**config.mk**
```make
export PLATFORM = sky130hd
export DESIGN_NAME = seg_addr_gen
export DESIGN_NICKNAME = d
export VERILOG_FILES = /design/src/rtl/seg_pkg.sv /design/src/rtl/seg_regfile.sv /design/src/rtl/seg_select.sv /design/src/rtl/seg_adder.sv /design/src/rtl/seg_addr_gen.sv
export SDC_FILE = /design/constraint.sdc
export NUM_CORES = 1
export LEC_CHECK = 0
export ABC_AREA = 1
export BUFFER_PORTS_ARGS = -buffer_cell sky130_fd_sc_hd__buf_2
export CAP_MARGIN = 20
export CORE_MARGIN = 2
export CORE_UTILIZATION = 49
export DETAILED_ROUTE_END_ITERATION = 10
export GPL_ROUTABILITY_DRIVEN = 1
export PLACE_DENSITY = 0.7
export SYNTH_ARGS = -nofsm -noshare
export SYNTH_HDL_FRONTEND = slang
export SYNTH_SLANG_ARGS = --single-unit
export TNS_END_PERCENT = 10
```
**constraint.sdc**
```tcl
create_clock -name clk -period 2.15 [get_ports clk]
set_input_delay 0.43 -clock clk [delete_from_list [all_inputs] [get_ports clk]]
set_output_delay 0.43 -clock clk [all_outputs]
set_load 0.02 [all_outputs]
```
**src/rtl/seg_pkg.sv**
```systemverilog
package seg_pkg;

   localparam int NSEG = 4;

   typedef enum logic [1:0] {
      SEG_EXTRA = 2'b00,
      SEG_CODE  = 2'b01,
      SEG_STACK = 2'b10,
      SEG_DATA  = 2'b11
   } seg_id_e;

   typedef enum logic [1:0] {
      ACC_FETCH  = 2'b00,
      ACC_STACK  = 2'b01,
      ACC_DATA   = 2'b10,
      ACC_STRDST = 2'b11
   } acc_kind_e;

   function automatic seg_id_e default_seg(input acc_kind_e kind);
      seg_id_e s;
      case (kind)
         ACC_FETCH:  s = SEG_CODE;
         ACC_STACK:  s = SEG_STACK;
         ACC_DATA:   s = SEG_DATA;
         default:    s = SEG_EXTRA;
      endcase
      return s;
   endfunction

endpackage

```
**src/rtl/seg_regfile.sv**
```systemverilog
module seg_regfile #(
   parameter int          SEG_W    = 16,
   parameter int          NREG     = 4,
   parameter int          CODE_IDX = 1,
   parameter logic [15:0] CODE_RST = 16'hFFFF,
   parameter logic [15:0] DFLT_RST = 16'h0000
) (
   input  logic                           clk,
   input  logic                           rst_n,
   input  logic                           wr_en,
   input  logic [$clog2(NREG)-1:0]        wr_sel,
   input  logic [SEG_W-1:0]               wr_data,
   output logic [NREG-1:0][SEG_W-1:0]     seg_all
);

   localparam int SEL_W = $clog2(NREG);

   if (SEG_W < 1 || SEG_W > 16) begin : g_bad_segw
      $error("seg_regfile: SEG_W must be 1..16");
   end
   if (CODE_IDX < 0 || CODE_IDX >= NREG) begin : g_bad_code
      $error("seg_regfile: CODE_IDX out of range");
   end

   for (genvar i = 0; i < NREG; i++) begin : g_reg
      localparam logic [SEG_W-1:0] RST_VAL =
         (i == CODE_IDX) ? CODE_RST[SEG_W-1:0] : DFLT_RST[SEG_W-1:0];
      logic hit;
      assign hit = wr_en && (wr_sel == SEL_W'(i));
      always_ff @(posedge clk or negedge rst_n) begin
         if (!rst_n) begin
            seg_all[i] <= RST_VAL;
         end else if (hit) begin
            seg_all[i] <= wr_data;
         end
      end
   end

endmodule

```
**src/rtl/seg_select.sv**
```systemverilog
module seg_select
   import seg_pkg::*;
#(
   parameter int SEG_W = 16
) (
   input  logic [1:0]                 req_type,
   input  logic                       ovr_valid,
   input  logic [1:0]                 ovr_sel,
   input  logic [NSEG-1:0][SEG_W-1:0] seg_all,
   output logic [SEG_W-1:0]           base
);

   acc_kind_e kind;
   seg_id_e   pick;

   assign kind = acc_kind_e'(req_type);

   always_comb begin
      if (kind == ACC_FETCH) begin
         pick = SEG_CODE;
      end else if (ovr_valid) begin
         pick = seg_id_e'(ovr_sel);
      end else begin
         pick = default_seg(kind);
      end
   end

   assign base = seg_all[pick];

endmodule

```
**src/rtl/seg_adder.sv**
```systemverilog
module seg_adder #(
   parameter int SEG_W = 16,
   parameter int OFF_W = 16,
   parameter int SHIFT = 4,
   parameter int PA_W  = 20,
   parameter bit SPLIT = 1'b1
) (
   input  logic [SEG_W-1:0] base,
   input  logic [OFF_W-1:0] off,
   output logic [PA_W-1:0]  pa
);

   localparam int HI_W  = PA_W - SHIFT;
   localparam int OHI_W = OFF_W - SHIFT;

   if (PA_W != SEG_W + SHIFT) begin : g_bad_pa
      $error("seg_adder: PA_W must equal SEG_W + SHIFT");
   end
   if (SHIFT < 1 || OFF_W <= SHIFT || OFF_W >= PA_W || OHI_W >= HI_W) begin : g_bad_off
      $error("seg_adder: offset width does not fit the shift");
   end

   if (SPLIT) begin : g_split
      logic [HI_W-1:0] hi_sum;
      assign hi_sum = base + {{(HI_W-OHI_W){1'b0}}, off[OFF_W-1:SHIFT]};
      assign pa     = {hi_sum, off[SHIFT-1:0]};
   end else begin : g_full
      logic [PA_W-1:0] scaled;
      logic [PA_W-1:0] ext_off;
      assign scaled  = {base, {SHIFT{1'b0}}};
      assign ext_off = {{(PA_W-OFF_W){1'b0}}, off};
      assign pa      = scaled + ext_off;
   end

endmodule

```
**src/rtl/seg_addr_gen.sv**
```systemverilog
module seg_addr_gen
   import seg_pkg::*;
#(
   parameter int          SEG_W     = 16,
   parameter int          OFF_W     = 16,
   parameter int          SHIFT     = 4,
   parameter bit          SPLIT_ADD = 1'b1,
   parameter logic [15:0] CODE_RST  = 16'hFFFF,
   parameter logic [15:0] DFLT_RST  = 16'h0000
) (
   input  logic                    clk,
   input  logic                    rst_n,
   input  logic                    wr_en,
   input  logic [1:0]              wr_sel,
   input  logic [SEG_W-1:0]        wr_data,
   input  logic                    req_valid,
   input  logic [1:0]              req_type,
   input  logic [OFF_W-1:0]        req_off,
   input  logic                    ovr_valid,
   input  logic [1:0]              ovr_sel,
   output logic                    pa_valid,
   output logic [SEG_W+SHIFT-1:0]  pa_addr
);

   localparam int PA_W = SEG_W + SHIFT;

   logic [NSEG-1:0][SEG_W-1:0] seg_all;
   logic [SEG_W-1:0]           base;
   logic [PA_W-1:0]            pa_next;

   seg_regfile #(
      .SEG_W    (SEG_W),
      .NREG     (NSEG),
      .CODE_IDX (int'(SEG_CODE)),
      .CODE_RST (CODE_RST),
      .DFLT_RST (DFLT_RST)
   ) u_rf (
      .clk     (clk),
      .rst_n   (rst_n),
      .wr_en   (wr_en),
      .wr_sel  (wr_sel),
      .wr_data (wr_data),
      .seg_all (seg_all)
   );

   seg_select #(
      .SEG_W (SEG_W)
   ) u_sel (
      .req_type  (req_type),
      .ovr_valid (ovr_valid),
      .ovr_sel   (ovr_sel),
      .seg_all   (seg_all),
      .base      (base)
   );

   seg_adder #(
      .SEG_W (SEG_W),
      .OFF_W (OFF_W),
      .SHIFT (SHIFT),
      .PA_W  (PA_W),
      .SPLIT (SPLIT_ADD)
   ) u_add (
      .base (base),
      .off  (req_off),
      .pa   (pa_next)
   );

   always_ff @(posedge clk or negedge rst_n) begin
      if (!rst_n) begin
         pa_valid <= 1'b0;
         pa_addr  <= '0;
      end else begin
         pa_valid <= req_valid;
         if (req_valid) begin
            pa_addr <= pa_next;
         end
      end
   end

endmodule

```
### Yosys cells after proc, flatten, opt, wreduce, memory -nomap -nowiden

Cells that the tools add are included.
W data, S select, Z words.

* add/sub/neg operators: 1
* order comparisons: 1
* eq/ne operators: 5
* muxes and demuxes: 5
* reductions and logical operators: 6

Operators with widths (count)
* $bmux W16 S2: 1
* $add A16 B12 Y16: 1
* $mux W16: 1
* $eq A2 B2 Y1 const B: 3
* $eq A2 B1 Y1 const B: 2
* $logic_and A1 B1 Y1: 4
* $logic_not A2 Y1: 2
* $mux W2: 2
* $pmux W2 S2: 1
* $lt A2 B3 Y1 const B: 1

* register bits after elaboration: 85
* output and inout port bits: 21

### Depth between registers and ports, before layout

* depth after elaboration: 7
* mapped depth: 19
* mapped depth without buffers: 17

### Modules after synthesis

A second synthesis with hierarchy kept.

* cell total of the unflattened synthesis: 745
* area total of the unflattened synthesis: 5255.0 µm²

Modules (own cells, without submodules)
* seg_regfile: instances 1, cells each 285, area an instance 2631.3 µm²
* seg_select: instances 1, cells each 206, area an instance 969.7 µm²
* seg_adder: instances 1, cells each 168, area an instance 862.1 µm²
* seg_addr_gen: instances 1, cells each 86, area an instance 792.0 µm²

### Worst setup path after synthesis

No wires, ideal clock.

* kind: input port to flip-flop
* from: input req_type[0]
* to: register pa_addr[16]
* arrival time: 2.832 ns
* required time: 2.068 ns
* slack: -0.764 ns
* stages on the path: 16
* buffers on the path: 2
* cells stage by stage: inv_1 -> ha_1 -> inv_1 -> nand3_4 -> buf_6 -> clkbuf_1 -> nor2_1 -> o22ai_1 -> ha_1 -> fa_1 -> nand3_1 -> nand2_1 -> nand3_1 -> nand3_1 -> or2_2 -> a31oi_1

* longest elaborated chain between the ends: 7
* elaborated cells on any way between the ends: 9
* classes of those cells: add/sub: 1; eq/ne: 2; mux: 5; reduce/logical: 1

RTL lines
* start, declared: line seg_addr_gen.sv:17 `input logic [1:0] req_type,`
* $eq A2 B2 Y1 / $eq A2 B1 Y1 (equally long branches): line seg_pkg.sv:21 `case (kind)`
* $pmux W2 S2: line seg_pkg.sv:21
* $mux W2: line seg_select.sv:21 `end else if (ovr_valid) begin`
* $mux W2 *: line seg_select.sv:19 `if (kind == ACC_FETCH) begin`
* $bmux W16 S2 *: line seg_select.sv:28 `assign base = seg_all[pick];`
* $mux W16 (not written as such) *: line seg_select.sv:28
* $add A16 B12 Y16 *: line seg_adder.sv:25 `assign hi_sum = base + {{(HI_W-OHI_W){1'b0}}, off[OFF_W-1:SHIFT]};`
* end signal, assigned: line seg_addr_gen.sv:75 `pa_addr <= pa_next;`
* end, declared: line seg_addr_gen.sv:22 `output logic [SEG_W+SHIFT-1:0] pa_addr`

Every way passes the cells marked *; elsewhere a longest branch is shown, timed or not. The select of a mux whose other input is x is not followed.
A chain may end at the register's enable or synchronous reset.

### Final worst setup path

* from: input req_type[0]
* to: register pa_addr[18]

Same word-level chain as after synthesis.

==> flow_metrics.env <==
export IMPL_maxCapViolations=0
export IMPL_drtPass1Iterations=5
export IMPL_cts_made_buffers=9
export IMPL_avgRoutedWirePerCell_um=14.8
export IMPL_final_cell_mix="128 x nand2_1, 76 x o21ai_0, 69 x dfrtp_1"
export IMPL_rsz0062_at_grt="true"
export IMPL_syn_inst=526
export IMPL_yosys_warnings=0
export IMPL_synth_area_sq_um=4300
export IMPL_portBuffers=63
export IMPL_place_ws_ns=-0.870
export IMPL_hold_path_class="input port to flop"
export IMPL_finalWorstSetupSlack_ns=-0.367
export IMPL_diodes=0
export IMPL_stdcell_area_sq_um=5880
export IMPL_crit_path_frequent_cell="nor2_4"
export IMPL_required_ns=2.41
export IMPL_root_buffer="clkbuf_8"
export IMPL_period_minus_slack_ns=2.52
export IMPL_setup_viol=14
export IMPL_power_total_mw=5.11
export IMPL_ys_ff_latch=85
export IMPL_slew_headroom_pct=57.6
export IMPL_htreeDepth=3
export IMPL_drcViolationCount=0
export IMPL_power_density_nw_per_um2=870
export IMPL_grt_max_degree=37
export IMPL_synth_distinct_cells=31
export IMPL_clock_sinks=85
export IMPL_io_pins=64
export IMPL_ant_nets=0
export IMPL_drv_slew=0
export IMPL_ir_drop_uv=419
export IMPL_fin_nets=705
export IMPL_grt_pass1_vias=3888
export IMPL_syn_nets=585
export IMPL_cp_max_fo=7
export IMPL_wirelength_um=11200
export IMPL_synthArstFlopShare_pct=100
export IMPL_drtIter0Drc=251
export IMPL_criticalPathCategory="input port to flop"
export IMPL_tightest_slew_ns=0.635
export IMPL_finalHoldViolCount=0
export IMPL_fin_util_pct=68.4
export IMPL_crit_arrival_ns=2.78
export IMPL_dieArea_sq_um=9530
export IMPL_vias=4071
export IMPL_max_stage_delay_ns=0.40
export IMPL_antenna_found_initial=0
export IMPL_initial_core_util_pct=50.0
export IMPL_die_y_um=97.6
export IMPL_core_area_sq_um=8590
export IMPL_synth_ff_type="dfrtp_1"
export IMPL_synth_edf_count=0
export IMPL_track_usage_pct=23.6
export IMPL_cts_tree="done"
export IMPL_row_count=34
export IMPL_finalWeightedCongestion=0.928
export IMPL_placed_cell_area_sq_um=5150
export IMPL_startpoint_type="input port"
export IMPL_outcome="complete, but fails checks"
export IMPL_worst_skew_pair_late_latency_ns=0.36
export IMPL_slowest_stage="ha_1"
export IMPL_crit_path_end_kind="flop"
export IMPL_violations="negative setup slack"
export IMPL_grt_ovfl_total=0
export IMPL_seq_area_frac_synth_pct=50.0
export IMPL_fmax_ghz=0.397
export IMPL_grt_pass1_wl_um=18200
export IMPL_die_w_um=97.6
export IMPL_clock_skew_ns=0.00898
export IMPL_fin_crit_sh_pct=117
export IMPL_total_leakage_power_nw=2.84
export IMPL_crit_chain="buf_6 > inv_6 > ha_4 > nor2_4 > nor2_4 > nand2_4 > buf_6 > o21ai_0 > o22ai_1 > ha_1 > nand2_2 > nor2_4 > nand3_2 > nand3_4 > nand3_2 > or2_1 > nand3_1 > nand2_1"
export IMPL_hpwl_um=7630
export IMPL_final_common_cell="nand2_1"
export IMPL_layout_drive_gt1_share_pct=37.9
export IMPL_areaGrowthSynthToFinish_pct=36.8
export IMPL_clkTransAtPathRegs_ns=0.10
export IMPL_clock_path_buffers=2
export IMPL_syn_avg_cell_area_sq_um=8.17
export IMPL_avgViaCountPerCell=5.36
[flip-flops by register name, summed over array words and instances, names as in the netlist]
| signal | cells |
|---|---|
| pa_addr | 20 |
| u_rf.seg_all | 64 |
| pa_valid | 1 |
[power breakdown]
part	internal, mW	switching [mW]	leakage, nW
combinational	0.847	1.04	1.73
sequential	1.93	0.180	1.02
clock	0.452	0.663	0.0922
[layer usage]
metal  share of wire (%)  track usage, %
met1                  44            31.6
met2                  50            39.0
met3                 4.8            4.24
met4                0.99            7.80
met5                   0               0
[timing repair]
| item | 4_1_cts | 5_1_grt |
|---|---|---|
| endpoints found under the hold margin | 24 | 0 |
| gates resized for setup | 85 | 25 |
| setup endpoints to repair | 14 | 15 |
| gates cloned | 1 | 0 |
| setup buffers | 9 | 6 |
| hold buffers | 1 | 0 |
| pin swaps | 43 | 20 |
[per-stage QoR]
stage                     cells  hold slack (ns)  setup TNS, ns
after CTS                   753            0.259          -2.81
after floorplan             526            0.134          -4.04
after detailed placement    726            0.372         -10.33
after global placement      726            0.368          -9.94
final                       759            0.268          -3.34
after global routing        759            0.276          -4.78
[final cells by class]
cell class	instances	area, sq um
timing repair inverter	1	6.26
tap	108	135
inverter	37	154
sequential	85	2150
clock inverter	7	66.3
fill	698	2720
timing repair buffer	131	923
clock buffer	9	124
multi-input combinational	381	2320
[cells by family after synthesis]
kind of cell               after synthesis  synth area share (%)
buffers and inverters                   60                  5.56
xor gates and xnor gates                 7                  1.43
DFF                                     85                  50.0
and+or+nand+nor                        228                  22.5
adders and majority gates               16                  4.83
AOI/OAI and AO/OA                      130                  15.7
[cells in the mapped netlist, types with 2 or more instances]
cell type / number / share of area, %
a21oi_1: 11 / 1.3
a31oi_1: 4 / 0.58
clkbuf_1: 18 / 1.6
dfrtp_1: 69 / 40
dfstp_2: 16 / 9.8
ha_1: 15 / 4.4
inv_1: 36 / 3.1
nand2_1: 139 / 12
nand2_2: 2 / 0.29
nand2_4: 2 / 0.52
nand3_1: 24 / 2.8
nand4_1: 9 / 1.3
nor2_1: 44 / 3.8
nor2_2: 2 / 0.29
o21ai_0: 102 / 12
o22ai_1: 12 / 1.7
or2_2: 2 / 0.29
xnor2_1: 3 / 0.61
xor2_1: 4 / 0.82
[worst paths after layout]
path / start / endpoint / slack, ns / cells after the start
hold reg to reg: pa_addr[5]$_DFFE_PN0P_ / pa_addr[5]$_DFFE_PN0P_ / 0.48 / 2
hold / removal: req_off[3] / pa_addr[3]$_DFFE_PN0P_ / 0.27 / 3
setup / recovery: req_type[0] / pa_addr[18]$_DFFE_PN0P_ / -0.37 / 18
setup reg to reg: u_rf.seg_all[24]$_DFFE_PN1P_ / pa_addr[18]$_DFFE_PN0P_ / 0.01 / 11
min in group asynchronous: rst_n / pa_addr[2]$_DFFE_PN0P_ / 0.54 / 2
max in group asynchronous: rst_n / u_rf.seg_all[16]$_DFFE_PN1P_ / 0.92 / 3
[critical path, delay by kind of cell]
family / cells / cell delay (ns)
and+or+nand+nor: 11 / 1.20
AOI/OAI and AO/OA: 2 / 0.22
adders and majority gates: 2 / 0.66
buffers and inverters: 3 / 0.25
Note: power is estimated with default switching activity, not from simulation.
